<file path="src/rtl/sqm_pkg.sv">
package sqm_pkg;

  // Classification of one sampled cycle at the device pins.
  typedef enum logic [1:0] {
    ACC_IDLE  = 2'd0,
    ACC_READ  = 2'd1,
    ACC_WRITE = 2'd2
  } sqm_acc_e;

endpackage

</file>
<file path="src/rtl/sqm_onehot_decoder.sv">
// Binary index to one-hot select lines (word lines or column strobes).
module sqm_onehot_decoder #(
  parameter int SEL_BITS = 2
) (
  input  logic [SEL_BITS-1:0]        sel_idx,
  output logic [(1<<SEL_BITS)-1:0]   sel_lines
);

  localparam int LINES = 1 << SEL_BITS;

  for (genvar l = 0; l < LINES; l++) begin : g_line
    assign sel_lines[l] = (sel_idx == SEL_BITS'(l));
  end

endmodule

</file>
<file path="src/rtl/sqm_write_ctrl.sv">
// Tracks the write strobe, captures address/data each active cycle and
// issues a one-cycle commit when the strobe ends.
module sqm_write_ctrl #(
  parameter int ADDR_W = 4
) (
  input  logic              clk,
  input  logic              rst_n,
  input  logic              strobe,
  input  logic [ADDR_W-1:0] addr,
  input  logic              din,
  output logic              commit,
  output logic [ADDR_W-1:0] commit_addr,
  output logic              commit_bit
);

  logic              pend_q, pend_d;
  logic [ADDR_W-1:0] addr_q, addr_d;
  logic              bit_q, bit_d;

  always_comb begin
    pend_d = strobe;
    addr_d = addr_q;
    bit_d  = bit_q;
    if (strobe) begin
      addr_d = addr;
      bit_d  = din;
    end
  end

  always_ff @(posedge clk or negedge rst_n) begin
    if (!rst_n) begin
      pend_q <= 1'b0;
      addr_q <= '0;
      bit_q  <= 1'b0;
    end else begin
      pend_q <= pend_d;
      addr_q <= addr_d;
      bit_q  <= bit_d;
    end
  end

  assign commit      = pend_q & ~strobe;
  assign commit_addr = addr_q;
  assign commit_bit  = bit_q;

endmodule

</file>
<file path="src/rtl/sqm_cell_array.sv">
// Square storage array: per-cell write enables from row word line and
// column strobe, row read through the read word lines.
module sqm_cell_array #(
  parameter int ROW_BITS = 2,
  parameter int COL_BITS = 2
) (
  input  logic                       clk,
  input  logic                       rst_n,
  input  logic                       wr_commit,
  input  logic [(1<<ROW_BITS)-1:0]   wr_wl,
  input  logic [(1<<COL_BITS)-1:0]   wr_col,
  input  logic                       wr_bit,
  input  logic [(1<<ROW_BITS)-1:0]   rd_wl,
  output logic [(1<<COL_BITS)-1:0]   rd_row
);

  localparam int ROWS = 1 << ROW_BITS;
  localparam int COLS = 1 << COL_BITS;

  logic [ROWS-1:0][COLS-1:0] row_q;
  logic [ROWS-1:0][COLS-1:0] row_d;

  for (genvar r = 0; r < ROWS; r++) begin : g_row
    for (genvar c = 0; c < COLS; c++) begin : g_cell
      logic cell_we;
      assign cell_we     = wr_commit & wr_wl[r] & wr_col[c];
      assign row_d[r][c] = cell_we ? wr_bit : row_q[r][c];
    end
  end

  always_ff @(posedge clk or negedge rst_n) begin
    if (!rst_n) begin
      row_q <= '0;
    end else begin
      row_q <= row_d;
    end
  end

  always_comb begin
    rd_row = '0;
    for (int r = 0; r < ROWS; r++) begin
      if (rd_wl[r]) rd_row = rd_row | row_q[r];
    end
  end

endmodule

</file>
<file path="src/rtl/sqm_col_mux.sv">
// Column multiplexer: one bit out of the selected row.
module sqm_col_mux #(
  parameter int COL_BITS = 2
) (
  input  logic [(1<<COL_BITS)-1:0] row_bits,
  input  logic [COL_BITS-1:0]      col_idx,
  output logic                     bit_out
);

  assign bit_out = row_bits[col_idx];

endmodule

</file>
<file path="src/rtl/sqarr_bitmem.sv">
module sqarr_bitmem #(
  parameter int ROW_BITS = 2,
  parameter int COL_BITS = 2
) (
  input  logic                         clk,
  input  logic                         rst_n,
  input  logic                         chip_sel,
  input  logic                         out_en,
  input  logic                         wr_en,
  input  logic [ROW_BITS+COL_BITS-1:0] addr,
  input  logic                         din,
  output logic                         dout,
  output logic                         dout_oe
);

  import sqm_pkg::*;

  localparam int ADDR_W = ROW_BITS + COL_BITS;
  localparam int ROWS   = 1 << ROW_BITS;
  localparam int COLS   = 1 << COL_BITS;

  sqm_acc_e          acc_kind;
  logic              wr_strobe;
  logic              commit;
  logic [ADDR_W-1:0] commit_addr;
  logic              commit_bit;
  logic [ROWS-1:0]   rd_wl;
  logic [ROWS-1:0]   wr_wl;
  logic [COLS-1:0]   wr_col;
  logic [COLS-1:0]   rd_row;
  logic              arr_bit;
  logic              fwd_hit;
  logic              rd_bit;
  logic              oe_d, oe_q;
  logic              dout_d, dout_q;

  // Cycle classification: deselect masks everything, write beats read.
  always_comb begin
    acc_kind = ACC_IDLE;
    if (chip_sel) begin
      if (wr_en)       acc_kind = ACC_WRITE;
      else if (out_en) acc_kind = ACC_READ;
    end
  end

  assign wr_strobe = (acc_kind == ACC_WRITE);

  sqm_write_ctrl #(.ADDR_W(ADDR_W)) u_wr_ctrl (
    .clk         (clk),
    .rst_n       (rst_n),
    .strobe      (wr_strobe),
    .addr        (addr),
    .din         (din),
    .commit      (commit),
    .commit_addr (commit_addr),
    .commit_bit  (commit_bit)
  );

  sqm_onehot_decoder #(.SEL_BITS(ROW_BITS)) u_rd_row_dec (
    .sel_idx   (addr[ADDR_W-1:COL_BITS]),
    .sel_lines (rd_wl)
  );

  sqm_onehot_decoder #(.SEL_BITS(ROW_BITS)) u_wr_row_dec (
    .sel_idx   (commit_addr[ADDR_W-1:COL_BITS]),
    .sel_lines (wr_wl)
  );

  sqm_onehot_decoder #(.SEL_BITS(COL_BITS)) u_wr_col_dec (
    .sel_idx   (commit_addr[COL_BITS-1:0]),
    .sel_lines (wr_col)
  );

  sqm_cell_array #(.ROW_BITS(ROW_BITS), .COL_BITS(COL_BITS)) u_array (
    .clk       (clk),
    .rst_n     (rst_n),
    .wr_commit (commit),
    .wr_wl     (wr_wl),
    .wr_col    (wr_col),
    .wr_bit    (commit_bit),
    .rd_wl     (rd_wl),
    .rd_row    (rd_row)
  );

  sqm_col_mux #(.COL_BITS(COL_BITS)) u_col_mux (
    .row_bits (rd_row),
    .col_idx  (addr[COL_BITS-1:0]),
    .bit_out  (arr_bit)
  );

  // A commit landing on the edge that samples the read is forwarded.
  assign fwd_hit = commit & (commit_addr == addr);
  assign rd_bit  = fwd_hit ? commit_bit : arr_bit;

  always_comb begin
    oe_d   = (acc_kind == ACC_READ);
    dout_d = oe_d & rd_bit;
  end

  always_ff @(posedge clk or negedge rst_n) begin
    if (!rst_n) begin
      oe_q   <= 1'b0;
      dout_q <= 1'b0;
    end else begin
      oe_q   <= oe_d;
      dout_q <= dout_d;
    end
  end

  assign dout_oe = oe_q;
  assign dout    = dout_q;

endmodule

</file>
<file path="config.mk">
export PLATFORM = sky130hd
export DESIGN_NAME = sqarr_bitmem
export DESIGN_NICKNAME = d
export VERILOG_FILES = /design/src/rtl/sqm_pkg.sv /design/src/rtl/sqm_onehot_decoder.sv /design/src/rtl/sqm_write_ctrl.sv /design/src/rtl/sqm_cell_array.sv /design/src/rtl/sqm_col_mux.sv /design/src/rtl/sqarr_bitmem.sv
export SDC_FILE = /design/constraint.sdc
export NUM_CORES = 1
export LEC_CHECK = 0
export CAP_MARGIN = 20
export CORE_MARGIN = 3
export CORE_UTILIZATION = 55
export DETAILED_ROUTE_END_ITERATION = 8
export GPL_ROUTABILITY_DRIVEN = 0
export PLACE_DENSITY = 0.86
export SYNTH_ARGS = -nofsm -noshare
export SYNTH_HDL_FRONTEND = slang
export SYNTH_SLANG_ARGS = --single-unit
</file>
<file path="constraint.sdc">
create_clock -name clk -period 1.63 [get_ports clk]
set_input_delay 0.326 -clock clk [delete_from_list [all_inputs] [get_ports clk]]
set_output_delay 0.326 -clock clk [all_outputs]
set_load 0.03 [all_outputs]
</file>
==> run metrics, run 1 <==
placed cell area=1369 um^2; # fillers=152; WL per Instance=approximately 17 um; number of antenna repair diodes=0; IO Port Bufs=11; clk_skew=9.577 ps; first-pass GRT wire length=3.588 mm; area grow syn2layout=14.68%; ANT nets after route=0; top cells by area, synth=dfrtp_1 (50%), mux2_2 (20%), mux4_1 (8.7%), nand2_1 (4.3%), xnor2_1 (2.9%); Tcrit/Tclk final=0.9793; Starting Density=0.5984; leading area contributor after synthesis=dfrtp_1; crit path max fanout=4; drt pass-1 iters=4; Routed WL=approximately 2.2 mm; largest net degree at the start of global routing=25; Least-Margin Pin Slew=around 490 ps; count of cell types in the netlist=21; Yosys warnings=0; CP max stage delay=420 ps; most numerous cell in the Yosys netlist=dfrtp_1; status=completed; PD cells=1080 nW/um^2; Crit. path cell count=5; Mapped Area=1210 um^2; gr usage total=0.1800; H-tree depth=1; FFs w/ async S/R, synth=1.000; Max Slew Vio Count=0; CP Cell Sequence=clkdlybuf4s50_1 > a21bo_2 > nor3b_2 > nand3_1 > mux2_2; die area=2798 um^2; worst setup path class=input port to flip-flop; TritonCTS Buffers=3; synthesized flop and latch total=24; Net Count, Synth=around 100; Core Region=2022 um^2; CTS tree=built; Max-cap violations=0; # setup viols final=0; Storage cell area=600.6 um^2; Nets=119; RSZ-0062 raised after global routing=no; grt ovf=0; Worst Setup End Kind=flip-flop; critical path arrival=1790 ps; hold_buf cts=0; Rel. slew slack=0.6739; final core utilization=0.6863; share of layout cells above drive strength 1=0.3178; Worst Path Buf+Inv=1; final hold vios=0; post-route cell area=1388 um^2; Clock Path Buffers=2; top cell type's share of synthesized area=0.4964; Worst-path clk slew=130 ps; Post-synth EDFFs=0; Starting DRT DRC Count=19; Largest delay share family, worst path=simple AND/OR/NAND/NOR gates; Tmin final=~1600 ps; clock tree sinks=24; CTS root buf=clkbuf_4; Max VDD drop=684.9 uV; f_max=626.4 MHz; Die W=around 53 um; Cell Rows=16; top cells by count, synth=dfrtp_1 (24), mux2_2 (22), nand2_1 (14); Slowest-stage cell, CP=clkdlybuf4s50_1; Post-Synthesis Cells=92; Vias/cell=approximately 5.7; Leak Pwr=0.6220 nW; CP required=1830 ps; # DRC=0; Synth Flop Type=dfrtp_1; register area share after synthesis=0.4964; Die H=52.90 um; Hold Crit Class=input port to asynchronous set/reset pin; Ports=12; cells on worst reg2reg path=4; hpwl dp=1.642 mm; footprint of the multi-input gates=583.1 um^2; vias in the first global route=~800; DR vias=761; initial antenna violation count=0; CP startpoint kind=input port; syn_area_per_cell=roughly 13 um^2; clock latency on the worst-skew pair=310 ps
-- sequential cells by signal (all words and copies together), names as in the netlist --
| register | count |
|---|---|
| u_wr_ctrl.commit_bit | 1 |
| u_wr_ctrl.commit_addr | 4 |
| dout_oe | 1 |
| dout | 1 |
| u_array.row_q | 16 |
| u_wr_ctrl.pend_q | 1 |
-- what timing repair did --
action | CTS | global route
resized for setup | 3 | 0
endpoints found under the setup margin | 3 | 0
setup buffers | 0 | 0
-- through the flow --
stage | hold WS [ps] | TNS (ps) | power [mW] | instances | setup WS (ps)
after floorplan | 30.41 | 0 | 1.132 | 92 | 225.1
after global placement | 479.9 | -3397 | 1.233 | 131 | -344.9
after detailed placement | 490.9 | -3517 | 1.265 | 131 | -446.0
after CTS | 370.3 | 0 | 1.509 | 134 | 82.12
after global routing | 381.9 | 0 | 1.586 | 134 | 9.880
final | 363.8 | 0 | 1.498 | 134 | 33.69
-- worst paths after layout --
kind | from | to | slack, ps
max | chip_sel | u_array.row_q[11] | 30
min | rst_n | u_array.row_q[10] | 360
max reg2reg | u_wr_ctrl.pend_q | u_array.row_q[11] | 140
min reg2reg | u_array.row_q[13] | u_array.row_q[13] | 520
max in group asynchronous | rst_n | u_array.row_q[15] | 1020
min in group clk | u_array.row_q[13] | u_array.row_q[13] | 520
-- routing by layer --
metal / routed length, um / up-vias / part of all wire / track usage
li1: - / 360 / - / -
met1: 959 / 377 / 0.43 / 0.2093
met2: 1097 / 24 / 0.49 / 0.3058
met3: 160 / 0 / 0.072 / 0.03662
met4: 0 / 0 / 0 / 0.1021
met5: 0 / - / 0 / 0
-- cell families (layout without fill, tap and decap cells) --
group                  count (synthesis)  after routing  synth area share
multiplexers                          28             28            0.3082
AND/OR/NAND/NOR                       28             28            0.1262
flip-flops                            24             24            0.4964
buffers and inverters                  5             20           0.02171
XOR/XNOR                               4              4           0.02895
AO/OA/AOI/OAI                          3              3           0.01861
-- where the power goes --
part | switching (mW) | total, mW | internal, mW
clock network | 0.163 | 0.249 | 0.0862
logic | 0.128 | 0.372 | 0.244
registers | 0.122 | 0.878 | 0.756
total | 0.412 | 1.50 | 1.09
-- layout make-up --
class | count | share of cell area
timing repair buffer | 16 | 0.1037
inverter | 1 | 0.002705
multi-input combinational | 63 | 0.4202
tap | 27 | 0.02435
sequential | 24 | 0.4328
clock buffer | 3 | 0.01623
-- placed cells by master (no fill, tap or decap), drive strengths merged, types with 2 or more instances in the layout --
cell type / instances
nor3b: 2
nor3: 2
buf: 5
mux4: 4
nor2b: 2
dlygate4sd2: 3
clkbuf: 3
nand3: 4
mux2i: 2
dfrtp: 24
clkdlybuf4s50: 8
xnor2: 4
mux2: 22
nand2: 14
Note: power is estimated with default switching activity, not from simulation.
==> run 2: changes to the inputs <==
SYNTH_HIERARCHICAL = 1   (was unset)
==> run 2 against run 1 <==
Sequential cell count is the same. Setup slack gained 29 ps. Fmax rose by 1.8%. Largest cell class is now multi-input gates. Design area up 7.6%. Count of clock-buffer cells in the layout stayed put. Clock power grew 71%. Register-to-register slack improved by 30 ps. Die area rose by 4.6%. Combinational power grew 17%. Via count increased by 17%. Sequential share of layout area down 3.0 points. Cell count increased by 13%.
==> run metrics, run 2 <==
Storage cell area=600.6 um^2 (unchanged); Hold Crit Class=input port to asynchronous set/reset pin (unchanged); Worst Path Buf+Inv=2 (was 1); worst r2r dst=u_array/row_q[13] (was u_array.row_q[11]); DR vias=889 (was 761); first-pass GRT wire length=4.319 mm (was 3.588 mm); switching pwr=483.7 uW (was 412.0 uW); setup slack, reg-to-reg=170 ps (was 140 ps); TritonCTS Buffers=3 (unchanged); layer with the highest usage=met2 (unchanged); Die W=54.10 um (was 52.90 um); CP max stage delay=470 ps (was 420 ps); IO Port Bufs=11 (unchanged); RSZ-0062 raised after global routing=no (unchanged); area grow syn2layout=17.31% (was 14.68%); worst setup path class=input port to flip-flop (unchanged); CTS root buf=clkbuf_4 (unchanged); Vias/cell=5.887 (was 5.679); Tcrit/Tclk final=0.9617 (was 0.9793); Starting Density=0.6112 (was 0.5984); H-tree depth=1 (unchanged); CP Cell Sequence=clkdlybuf4s50_1 > and2_1 > and2b_2 > buf_12 > nand3_1 > mux2_2 (was clkdlybuf4s50_1 > a21bo_2 > nor3b_2 > nand3_1 > mux2_2); hold_buf cts=0 (unchanged); top cells by count, synth=dfrtp_1 (24), nand3_1 (16), mux2_2 (11) (was dfrtp_1 (24), mux2_2 (22), nand2_1 (14)); Post-Synthesis Cells=105 (was 92); clock latency on the worst-skew pair=320 ps (was 310 ps); FFs w/ async S/R, synth=1.000 (unchanged); footprint of the multi-input gates=624.3 um^2 (was 583.1 um^2); largest net degree at the start of global routing=25 (unchanged); Slowest-stage cell, CP=clkdlybuf4s50_1 (unchanged); Mapped Area=1272 um^2 (was 1210 um^2); Post-synth EDFFs=0 (unchanged); Synth Flop Type=dfrtp_1 (unchanged); met3 Usage GRT=0.06094 (was 0.03662); Max Slew Vio Count=0 (unchanged); Net Count, Synth=115 (was 102); gr usage total=0.2155 (was 0.1800); clock tree sinks=24 (unchanged); status=completed (unchanged); ANT nets after route=0 (unchanged); Routed WL=2.720 mm (was 2.217 mm); number of antenna repair diodes=0 (unchanged); Reg power frac=0.511 (was 0.586); Core Region=2082 um^2 (was 2022 um^2); PD cells=1182 nW/um^2 (was 1080 nW/um^2); CP required=1850 ps (was 1830 ps); most common cell after layout, fill and taps aside=dfrtp_1 (unchanged); switch share=0.2741 (was 0.2750); Worst Setup End Kind=flip-flop (unchanged); hpwl dp=1.980 mm (was 1.642 mm); Yosys warnings=6 (was 0); leading area contributor after synthesis=dfrtp_1 (unchanged); Rel. slew slack=0.6474 (was 0.6739); M2 GR Usage=0.3448 (was 0.3058); syn_area_per_cell=12.12 um^2 (was 13.15 um^2); top cell type's share of synthesized area=0.4720 (was 0.4964); final hold vios=0 (unchanged); combinational power share=0.247 (was 0.248); Max VDD drop=784.1 uV (was 684.9 uV); share of layout cells above drive strength 1=0.3306 (was 0.3178); die area=2927 um^2 (was 2798 um^2); grt ovf=0 (unchanged); TNS Setup=0 ps (unchanged); vias in the first global route=885 (was 805); clk_skew=9.703 ps (was 9.577 ps); cells on worst reg2reg path=3 (was 4); P_int=1.281 mW (was 1.086 mW); # DRC=0 (unchanged); f_max=637.9 MHz (was 626.4 MHz); Starting DRT DRC Count=45 (was 19); Cell Rows=16 (unchanged); WL per Instance=18.01 um (was 16.54 um); Leak Pwr=0.7003 nW (was 0.6220 nW); Tmin final=1568 ps (was 1596 ps); Die H=54.10 um (was 52.90 um); Max-cap violations=0 (unchanged); CP startpoint kind=input port (unchanged); Setup Buffers After CTS=0 (unchanged); Clock power frac=0.242 (was 0.166); count of cell types in the netlist=23 (was 21); Worst-path clk slew=130 ps (about the same); Final Total Pwr=1.764 mW (was 1.498 mW); CTS tree=built (unchanged); register area share after synthesis=0.4720 (was 0.4964); critical path arrival=1790 ps (about the same); max reg flops=16 (unchanged); synthesized flop and latch total=24 (unchanged); GR Util met1=0.2697 (was 0.2093); # setup viols final=0 (unchanged); crit path max fanout=16 (was 4); Largest delay share family, worst path=buffers and inverters (was simple AND/OR/NAND/NOR gates); top cells by area, synth=dfrtp_1 (47%), mux2_4 (12%), mux2_2 (9.7%), nand3_1 (6.3%), a22oi_1 (4.7%) (was dfrtp_1 (50%), mux2_2 (20%), mux4_1 (8.7%), nand2_1 (4.3%), xnor2_1 (2.9%)); drt pass-1 iters=5 (was 4); Least-Margin Pin Slew=528.9 ps (was 489.2 ps); FF-to-FF Start=u_wr_ctrl/commit_addr[0] (was u_wr_ctrl.pend_q); Clock Path Buffers=2 (unchanged); Nets=135 (was 119); most numerous cell in the Yosys netlist=dfrtp_1 (unchanged); most flop-heavy register=u_array/row_q (was u_array.row_q); most frequent cells in the layout=dfrtp_1 (24), nand3_1 (16), mux2_2 (11), mux2_4 (10), a22oi_1 (8) (was dfrtp_1 (24), mux2_2 (22), nand2_1 (14), clkdlybuf4s50_1 (8), buf_4 (5)); Ports=12 (unchanged); # fillers=158 (was 152); initial antenna violation count=0 (unchanged)
[run 2: cell type report]
cell class,count,area share
multi-input cells,75,0.4183
flip-flops and latches,24,0.4023
well taps,27,0.02263
repair buffers,18,0.1140
clock buffers,3,0.01509
clock inverters,1,0.02012
inverters,3,0.007544
[run 2: worst max-delay path by stage]
stage | from | cells after the start | endpoint
floorplan | chip_sel | 6 | u_array/row_q[13]
global placement | addr[2] | 7 | dout
detailed placement | addr[2] | 7 | dout
CTS | chip_sel | 6 | dout
global route | chip_sel | 6 | dout
finish | wr_en | 6 | u_array/row_q[15]
[run 2: metal layers]
layer | part of all wire | routed length [um] | vias up
met2 | 0.49 | 1333 | 34
met5 | 0 | 0 | -
met3 | 0.065 | 178 | 7
met4 | 0.017 | 46 | 0
li1 | - | - | 417
met1 | 0.43 | 1162 | 431
[run 2: what timing repair did]
action,4_1_cts,5_1_grt
setup endpoints to repair,3,0
resized for setup,4,0
hold endpoints to repair,0,0
[run 2: power by group through the flow]
stage	sequential, mW	clock (mW)	combinational (mW)
CTS	0.895	0.441	0.432
global placement	0.894	0	0.414
finish	0.902	0.427	0.436
floorplan	0.848	0	0.341
detailed placement	0.904	0	0.433
global route	0.921	0.464	0.469
[run 2: kinds of logic after synthesis]
group / share of synthesized area
compound gates: 0.06195
simple gates: 0.1809
flops: 0.4720
xor+xnor: 0.006884
buf+inv: 0.03736
mux: 0.2409
[run 2: stage by stage]
step                  util  setup WS, ps  instance area (um^2)  hold slack, ps  instances
detailed placement  0.6941        -513.5                  1445           498.1        147
CTS                 0.7169         73.85                  1493           342.5        151
floorplan                -         87.76                  1272           30.41        105
finish              0.7169         62.47                  1493           344.4        151
global placement    0.6941        -437.8                  1445           492.8        147
global route        0.7169         32.85                  1493           356.1        151
[run 2: worst register-to-register path, cell delays in order (launching register included)]
cell and delay, ps:
dfrtp_1 510, nor2b_1 350, nand3_1 170, mux2_4 320
